## src/rtl/pkt_alloc_pkg.sv

```systemverilog
package pkt_alloc_pkg;
  typedef enum logic [1:0] {
    OP_NONE    = 2'b00,
    OP_ALLOC   = 2'b01,
    OP_RELEASE = 2'b10,
    OP_RESET   = 2'b11
  } alloc_op_e;

  localparam int RESULT_W = 8;
  localparam int FAIL_BIT = RESULT_W - 1;
  localparam logic [RESULT_W-1:0] RESULT_RST = 8'h80;
endpackage

```

## src/rtl/slot_bitmap.sv

```systemverilog
module slot_bitmap #(
  parameter int SLOTS = 32,
  localparam int IDX_W = $clog2(SLOTS)
) (
  input  logic             clk,
  input  logic             rst_n,
  input  logic             grant_en,
  input  logic             release_en,
  input  logic [IDX_W-1:0] release_idx,
  input  logic             reset_en,
  output logic             any_free,
  output logic [IDX_W-1:0] low_idx
);
  logic [SLOTS-1:0] free_q;

  function automatic logic [IDX_W-1:0] first_set(input logic [SLOTS-1:0] v);
    first_set = '0;
    for (int i = SLOTS - 1; i >= 0; i--)
      if (v[i]) first_set = IDX_W'(i);
  endfunction

  assign any_free = |free_q;
  assign low_idx  = first_set(free_q);

  for (genvar g = 0; g < SLOTS; g++) begin : g_slot
    logic rel_hit, grant_hit;
    assign rel_hit   = release_en && (release_idx == IDX_W'(g));
    assign grant_hit = grant_en && (low_idx == IDX_W'(g));
    always_ff @(posedge clk or negedge rst_n) begin
      if (!rst_n)          free_q[g] <= 1'b1;
      else if (reset_en)   free_q[g] <= 1'b1;
      else if (grant_hit)  free_q[g] <= 1'b0;
      else if (rel_hit)    free_q[g] <= 1'b1;
    end
  end

  // a grant only ever takes a slot that is currently free
  a_r3_grant_from_free: assert property (@(posedge clk) disable iff (!rst_n)
    grant_en |-> free_q[low_idx]);
  // the granted slot is marked taken after the edge
  a_r3_slot_taken: assert property (@(posedge clk) disable iff (!rst_n)
    (grant_en && !reset_en) |=> !free_q[$past(low_idx)]);
  // reset-pool leaves every slot free
  a_r7_all_free: assert property (@(posedge clk) disable iff (!rst_n)
    reset_en |=> (&free_q));
endmodule

```

## src/rtl/alloc_ctrl.sv

```systemverilog
module alloc_ctrl
  import pkt_alloc_pkg::*;
#(
  parameter int IDX_W = 5
) (
  input  logic                clk,
  input  logic                rst_n,
  input  logic                alloc_cmd,
  input  logic                reset_cmd,
  input  logic                int_ack,
  input  logic                any_free,
  input  logic [IDX_W-1:0]    low_idx,
  output logic                grant_fire,
  output logic [RESULT_W-1:0] result,
  output logic                alloc_int
);
  logic pending_q, alloc_int_q;
  logic [RESULT_W-1:0] result_q;
  logic alloc_take, fail_fire;

  function automatic logic [RESULT_W-1:0] pack_ok(input logic [IDX_W-1:0] idx);
    pack_ok = RESULT_W'(idx);
  endfunction

  assign alloc_take = alloc_cmd && !pending_q;
  assign grant_fire = (alloc_take || pending_q) && any_free && !reset_cmd;
  assign fail_fire  = alloc_take && !any_free && !reset_cmd;

  always_ff @(posedge clk or negedge rst_n) begin
    if (!rst_n) begin
      pending_q <= 1'b0;
      result_q  <= RESULT_RST;
    end else if (reset_cmd) begin
      pending_q <= 1'b0;
      result_q  <= RESULT_RST;
    end else if (grant_fire) begin
      pending_q <= 1'b0;
      result_q  <= pack_ok(low_idx);
    end else if (fail_fire) begin
      pending_q <= 1'b1;
      result_q[FAIL_BIT] <= 1'b1;
    end
  end

  always_ff @(posedge clk or negedge rst_n) begin
    if (!rst_n)          alloc_int_q <= 1'b0;
    else if (grant_fire) alloc_int_q <= 1'b1;
    else if (int_ack)    alloc_int_q <= 1'b0;
  end

  assign result    = result_q;
  assign alloc_int = alloc_int_q;

  // failure bit is held for as long as a request waits
  a_r5_fail_held: assert property (@(posedge clk) disable iff (!rst_n)
    pending_q |-> result_q[FAIL_BIT]);
  // a completed grant reports success and raises the flag
  a_r2_grant_done: assert property (@(posedge clk) disable iff (!rst_n)
    grant_fire |=> (alloc_int_q && !result_q[FAIL_BIT]));
  // flag is sticky until acknowledged
  a_r8_int_sticky: assert property (@(posedge clk) disable iff (!rst_n)
    (alloc_int_q && !int_ack) |=> alloc_int_q);
  // with a request waiting and nothing free, the result does not move
  a_r6_pending_ignore: assert property (@(posedge clk) disable iff (!rst_n)
    (pending_q && !any_free && !reset_cmd) |=> $stable(result_q));
  // a failing allocate does not raise the flag
  a_r4_no_int_on_fail: assert property (@(posedge clk) disable iff (!rst_n)
    (fail_fire && !alloc_int_q) |=> !alloc_int_q);
endmodule

```

## src/rtl/pkt_alloc_unit.sv

```systemverilog
module pkt_alloc_unit
  import pkt_alloc_pkg::*;
#(
  parameter int SLOTS = 32,
  localparam int IDX_W = $clog2(SLOTS)
) (
  input  logic             clk,
  input  logic             rst_n,
  input  logic             cmd_valid,
  input  logic [1:0]       cmd_op,
  input  logic [IDX_W-1:0] cmd_pnum,
  input  logic             int_ack,
  output logic [7:0]       alloc_result,
  output logic             alloc_int
);
  logic alloc_cmd, release_cmd, reset_cmd;
  logic any_free, grant_fire;
  logic [IDX_W-1:0] low_idx;
  alloc_op_e op;

  assign op          = alloc_op_e'(cmd_op);
  assign alloc_cmd   = cmd_valid && (op == OP_ALLOC);
  assign release_cmd = cmd_valid && (op == OP_RELEASE);
  assign reset_cmd   = cmd_valid && (op == OP_RESET);

  slot_bitmap #(.SLOTS(SLOTS)) u_bitmap (
    .clk(clk), .rst_n(rst_n),
    .grant_en(grant_fire),
    .release_en(release_cmd), .release_idx(cmd_pnum),
    .reset_en(reset_cmd),
    .any_free(any_free), .low_idx(low_idx)
  );

  alloc_ctrl #(.IDX_W(IDX_W)) u_ctrl (
    .clk(clk), .rst_n(rst_n),
    .alloc_cmd(alloc_cmd), .reset_cmd(reset_cmd), .int_ack(int_ack),
    .any_free(any_free), .low_idx(low_idx),
    .grant_fire(grant_fire), .result(alloc_result), .alloc_int(alloc_int)
  );

  // reset-pool puts the result byte back to its reset value
  a_r7_result_rst: assert property (@(posedge clk) disable iff (!rst_n)
    reset_cmd |=> (alloc_result == RESULT_RST));
  // an idle cycle with nothing pending leaves the result unchanged
  a_r10_idle_stable: assert property (@(posedge clk) disable iff (!rst_n)
    (!cmd_valid && !grant_fire) |=> $stable(alloc_result));
endmodule

```

## config.mk

```make
export PLATFORM = sky130hd
export DESIGN_NAME = pkt_alloc_unit
export DESIGN_NICKNAME = d
export VERILOG_FILES = /design/src/rtl/pkt_alloc_pkg.sv /design/src/rtl/slot_bitmap.sv /design/src/rtl/alloc_ctrl.sv /design/src/rtl/pkt_alloc_unit.sv
export SDC_FILE = /design/constraint.sdc
export NUM_CORES = 1
export LEC_CHECK = 0
export BUFFER_PORTS_ARGS = -buffer_cell sky130_fd_sc_hd__buf_2
export CAP_MARGIN = 5
export CORE_ASPECT_RATIO = 0.5
export CORE_MARGIN = 2
export CORE_UTILIZATION = 60
export CTS_CLUSTER_SIZE = 12
export DETAILED_ROUTE_END_ITERATION = 10
export GPL_ROUTABILITY_DRIVEN = 0
export PLACE_DENSITY = 0.8
export SYNTH_ARGS = -nofsm -noshare
export SYNTH_HDL_FRONTEND = slang
export SYNTH_SLANG_ARGS = --single-unit
```

## constraint.sdc

```tcl
create_clock -name clk -period 2.1 [get_ports clk]
set_input_delay 0.105 -clock clk [delete_from_list [all_inputs] [get_ports clk]]
set_output_delay 0.105 -clock clk [all_outputs]
set_load 0.1 [all_outputs]
```

Yosys cells after proc, flatten, opt, wreduce, memory -nomap -nowiden
Index checks and enable logic that the tools add are counted.
- multiplexer cells: 135
- eq/ne operators: 65
- reductions and logical operators: 114
- operators by type and width (operator ; number):
    5-bit equality test (second input constant) ; 32
    5-bit 2-to-1 mux ; 32
    1-bit 2-to-1 mux ; 101
    3-bit nonzero test ; 33
    5-bit by 4-bit equality test with 1-bit output (second input constant) ; 16
    1-bit logical AND ; 72
    5-bit by 3-bit equality test with 1-bit output (second input constant) ; 8
    32-bit OR reduction ; 1
    5-bit by 2-bit equality test with 1-bit output (second input constant) ; 4
    5-bit by 1-bit equality test with 1-bit output (second input constant) ; 2
    5-bit logical NOT ; 2
    8-bit 2-to-1 mux ; 1
    7-bit 2-to-1 mux ; 1
    2-bit equality test (second input constant) ; 2
    2-bit nonzero test ; 2
    1-bit logical NOT ; 3
    2-bit by 1-bit equality test with 1-bit output (second input constant) ; 1
    1-bit logical OR ; 1
- bits of input ports: 11
- bits in registers: 42
- word-level logic and storage cells: 350
- output and inout bits: 9

Depth between registers and ports, before layout
- depth after elaboration: 36
- depth in mapped cells: 7
- mapped depth without buffers: 6

Hierarchy
From an unflattened synthesis, not the netlist that was laid out.
- cell total of the unflattened synthesis: 260
- area, all modules: 2483.6 um^2
- modules (own cells, without submodules) (module ; instances ; cells each ; sequential area each (um^2) ; area an instance (um^2)):
    slot_bitmap ; 1 ; 219 ; 840.8 ; 2053.2
    alloc_ctrl ; 1 ; 38 ; 201.4 ; 405.4
    pkt_alloc_unit ; 1 ; 3 ; 0.0 ; 25.0

Worst setup path before layout
No wires, ideal clock.
- kind: flip-flop to flip-flop
- start: register u_bitmap.free_q[6]
- end: register u_bitmap.free_q[26]
- data required time: 2.018 ns
- stages on the path, launching flop included: 7
- arrival time: 1.846 ns
- setup slack: 0.172 ns
- period minus slack after synthesis: 1.928 ns
- setup time: 0.082 ns
- path buffers: 0
- cells stage by stage: dfstp_2 -> inv_1 -> a2111oi_2 -> and3_1 -> o21ai_1 -> a21o_4 -> o31a_1
- cells in the longest elaborated chain, start to end: 11
- elaborated cells on any way between the ends: 15
- those cells by class: 1 x eq/ne; 9 x mux; 5 x reduce/logical
- ends and longest elaborated chain (what ; RTL line ; RTL):
    start: declaration ; slot_bitmap.sv:14 ; logic [SLOTS-1:0] free_q;
    start signal: indexed assignment ; slot_bitmap.sv:30 ; if (!rst_n) free_q[g] <= 1'b1;
    start signal: indexed assignment ; slot_bitmap.sv:31 ; else if (reset_en) free_q[g] <= 1'b1;
    start signal: indexed assignment ; slot_bitmap.sv:32 ; else if (grant_hit) free_q[g] <= 1'b0;
    5-bit 2-to-1 mux (7 in a row) ; slot_bitmap.sv:19 ; if (v[i]) first_set = IDX_W'(i);
    5-bit equality test ; slot_bitmap.sv:28 ; assign grant_hit = grant_en && (low_idx == IDX_W'(g));
    1-bit logical AND * ; slot_bitmap.sv:28 ;
    1-bit 2-to-1 mux ; slot_bitmap.sv:32 ;
    1-bit 2-to-1 mux ; slot_bitmap.sv:31 ;
Every way passes the cells marked *; elsewhere a longest branch is shown, timed or not.
A chain may end at the register's enable or synchronous reset.

Final worst setup path
- start: register u_bitmap.free_q[14]
- end: register u_bitmap.free_q[8]
- cells in the longest elaborated chain, start to end: 19
- elaborated cells on any way between the ends: 23
- those cells by class: 1 x eq/ne; 17 x mux; 5 x reduce/logical
- ends and longest elaborated chain (what ; RTL line):
    5-bit 2-to-1 mux (15 in a row) ; slot_bitmap.sv:19
    5-bit by 4-bit equality test with 1-bit output ; slot_bitmap.sv:28
    1-bit logical AND * ; slot_bitmap.sv:28
    1-bit 2-to-1 mux ; slot_bitmap.sv:32
    1-bit 2-to-1 mux ; slot_bitmap.sv:31
Marked as above.

==> impl_summary.txt <==
----------------------------------------------------
[Route]
  Remaining antenna violation count ... 0
  DR DRC count ... 0
  Iteration-0 DRC count of the detailed router ... 319
  Vias per inst ... 7.12
  Via total after detailed routing ... 2579
  Detailed Route WL ... 7810 microns
  Number of search-and-repair iterations in the first detailed-routing pass ... 6
  Detailed-route wire length per cell ... 21.6 microns

[Flow run]
  MaxCap Viol Count ... 0

[GRT]
  First-pass GRT wire length ... 12500 microns
  Pin count of the biggest net entering global routing ... 41
  Global Route Usage Sum ... 35.8%
  Via count of the first global-routing pass ... 2396
  Antenna violations before repair ... 0
  Global-route congestion overflow total ... 0

[STA]
  Total setup violations reported at the end of the flow ... 1
  RSZ-0062 raised after global routing ... yes
  Period Utilization, post-route ... 100%
  Headroom to the max-slew limit ... 42.2%
  Final slew viol count ... 0
  Number of hold-slack violations in the final timing report ... 0
  Least setup slack across all paths after layout ... -0.00616 ns
  Transition time at the pin with the least slew margin ... 0.867 ns
  Final worst clock skew ... 0.00417 ns
  Peak clock frequency supported by timing ... 475 MHz
  Time the final worst path needs with I/O delays and setup ... 2.11 ns
  Worst hold slack across all endpoints ... 0.0805 ns

[Synth]
  Flip-flop cell with the highest count after synthesis ... dfstp_2
  Number of instances in the synthesized netlist ... 266
  Mean cell area of the mapped netlist ... 9.31 sq um
  Synth Warn # ... 0
  Count of flip-flops with a built-in enable after synthesis ... 0
  Syn Std Cell Area ... 2480 sq um
  Fraction of the yosys area taken by sequential cells ... 42.1%
  Async set-reset flop share out of synthesis ... 100%
  Number of library cell types mapped by synthesis ... 59
  Post-synthesis register bit count ... 40

[Critical path]
  WP data arrival ... 2.33 ns
  Kind of start point of the critical path ... flip-flop
  Kind of capture point of the worst setup path ... flip-flop
  Crit path max fanout ... 5
  Cell with the biggest individual delay on the critical path ... or4_4
  Buffering stage count on the worst path with inverters included ... 0
  Critical Path, Cell by Cell ... or4_4 > or3_4 > a31oi_4 > o21ai_1 > a21oi_2 > a31oi_1
  CP max stage delay ... 0.51 ns
  Gate family responsible for the most delay along the worst path ... simple AND/OR/NAND/NOR gates
  Class of the most critical setup path ... flip-flop to flip-flop
  Data required, critical path ... 2.32 ns

[Clock tree]
  CTS Sinks ... 40
  Maximum count of clock buffers along a single path ... 2
  Worst-Skew Late Latency ... 0.30 ns
  Inserted Clock Buffers ... 5
  Htree depth ... 2
  Clock root buffer master ... clkbuf_8
  CTS tree ... built
  Clock-pin slew on the worst setup and hold paths ... 0.08 ns

[Final layout]
  Area used by sequential logic in the layout ... 1040 sq um
  Count of inserted antenna diode cells ... 0
  Utilization after layout ... 75.1%
  Area grow syn2layout ... 18.9%
  Summed area of non-filler cells in the final layout ... 2950 sq um
  Fill cell total of the finished layout ... 284
  Layout cells sized above 1 ... 36.7%
  Number of nets in the layout ... 318
  Area taken by multi-input logic gates ... 1430 sq um

[Place]
  HPWL after detailed placement ... 5450 microns
  DP Area ... 2760 sq um
  Buffers on Ports ... 17

[Floorplanning]
  Floorplan row count ... 16
  Die Wd ... 94.9 microns
  Count of pins on the block boundary ... 20
  Starting density of the core ... 63.1%
  Vert. Die Dim ... 49.4 microns
  Full die area ... 4690 sq um
  CORE AREA ... 3920 sq um

[Power]
  Leakage power summed over all cells ... 1.04 nW
  Pwr per Cell Area ... 793 nW/um^2
  Power, Total ... 0.00233 W
  Worst vdd rail ir drop ... 835 uV

[Worst hold path]
  Worst hold path type ... primary input to flip-flop

[Status]
  Result of the run ... complete, but fails checks
  Violations in the final reports ... setup timing

----------------------------------------------------
[stage by stage]
stage | setup slack, ns | instances | TNS [ns]
final | -0.00616 | 362 | -0.00616
after global routing | -0.0260 | 362 | -0.211
after CTS | -0.00446 | 361 | -0.00446
after detailed placement | -0.0399 | 351 | -0.0399
after global placement | 0.0452 | 351 | 0
after floorplan | 0.172 | 267 | 0
[registers in the layout, summed over array words and instances (netlist names)]
name              cells
u_ctrl.result         6
u_ctrl.alloc_int      1
u_bitmap.free_q      32
u_ctrl.pending_q      1
[tightest hold or removal path: cells and delay by family]
kind                   cells  cell delay, ns
buffers and inverters      1            0.12
AOI/OAI and AO/OA          1            0.08
and+or+nand+nor            1            0.08
[synthesized netlist by cell type (all sizes together) (5+ instances only)]
cell / count / share of area, %
nor3: 14 / 3.3
a211oi: 16 / 4.8
dfstp: 33 / 35
clkbuf: 6 / 0.91
dfrtp: 7 / 7.1
or3: 8 / 2.2
a21oi: 13 / 2.8
o21ai: 10 / 2.0
nand2b: 5 / 1.3
nor4: 11 / 4.1
inv: 8 / 1.2
nand3: 6 / 1.4
a31oi: 12 / 3.6
nor2: 40 / 6.4
o32a: 15 / 6.3
nand2: 18 / 2.8
[final timing paths]
kind / start / endpoint / slack, ns / depth (start not counted)
setup / recovery: u_bitmap.free_q[14] / u_bitmap.free_q[8] / -0.006 / 6
hold / removal: cmd_op[0] / u_ctrl.result[7] / 0.08 / 3
setup reg to reg: u_bitmap.free_q[14] / u_bitmap.free_q[8] / -0.006 / 6
hold reg to reg: u_ctrl.result[7] / u_ctrl.result[7] / 0.47 / 2
max in group asynchronous: rst_n / u_ctrl.result[0] / 1.12 / 2
min in group asynchronous: rst_n / u_ctrl.pending_q / 0.44 / 2
[cell usage in the layout, fill, tap and decap left out, drive strengths merged, types with 2 or more instances in the layout]
cell	instances
buf	41
nor2	40
dfstp	33
nand2	18
a211oi	16
o32a	15
nor3	14
a21oi	13
a31oi	12
nor4	11
o21ai	10
inv	8
or3	8
dfrtp	7
nand3	6
nand2b	5
clkbuf	5
nor3b	3
or2	3
or4	3
clkinv	3
nor2b	2
o32ai	2
and3	2
o31a	2
a311o	2
conb	2
dlygate4sd3	2
a21o	2
o211ai	2
[logic make-up (layout without fill, tap and decap cells)]
| family | count (synthesis) | after routing | share of synthesized area, % |
|---|---|---|---|
| and+or+nand+nor | 122 | 122 | 27.3 |
| AOI/OAI and AO/OA | 85 | 85 | 27.4 |
| buffers and inverters | 18 | 59 | 3.08 |
| DFF | 40 | 40 | 42.1 |
| other | 1 | 2 | 0.151 |
[cell type report]
| type | count | share of cell area (%) |
|---|---|---|
| multi-input cells | 209 | 48.6 |
| clock buffers | 5 | 2.34 |
| flip-flops and latches | 40 | 35.4 |
| clock inverters | 3 | 0.637 |
| repair buffers | 43 | 9.69 |
| well taps | 54 | 2.29 |
| inverters | 8 | 1.02 |
[report_power, final]
group,internal (W),leakage (nW),switching (W)
combinational,0.000234,0.549,0.000609
sequential,0.000867,0.440,0.0000974
clock,0.000232,0.0479,0.000296
[layer usage]
| layer | up-vias | GRT usage (%) | share of wire, % |
|---|---|---|---|
| li1 | 1112 | - | - |
| met1 | 1207 | 54.7 | 41 |
| met2 | 232 | 48.0 | 41 |
| met3 | 28 | 13.8 | 15 |
| met4 | 0 | 6.76 | 2.7 |
| met5 | - | 0 | 0 |
[repair_timing]
item                                    4_1_cts  5_1_grt
pin swaps                                     0        6
gates resized for setup                       1       10
hold buffers                                  2        0
endpoints found under the hold margin         8        0
gates cloned                                  0        0
endpoints found under the setup margin        2       27
setup buffers                                 0        1
No activity file was read; power rests on OpenSTA's default activity.
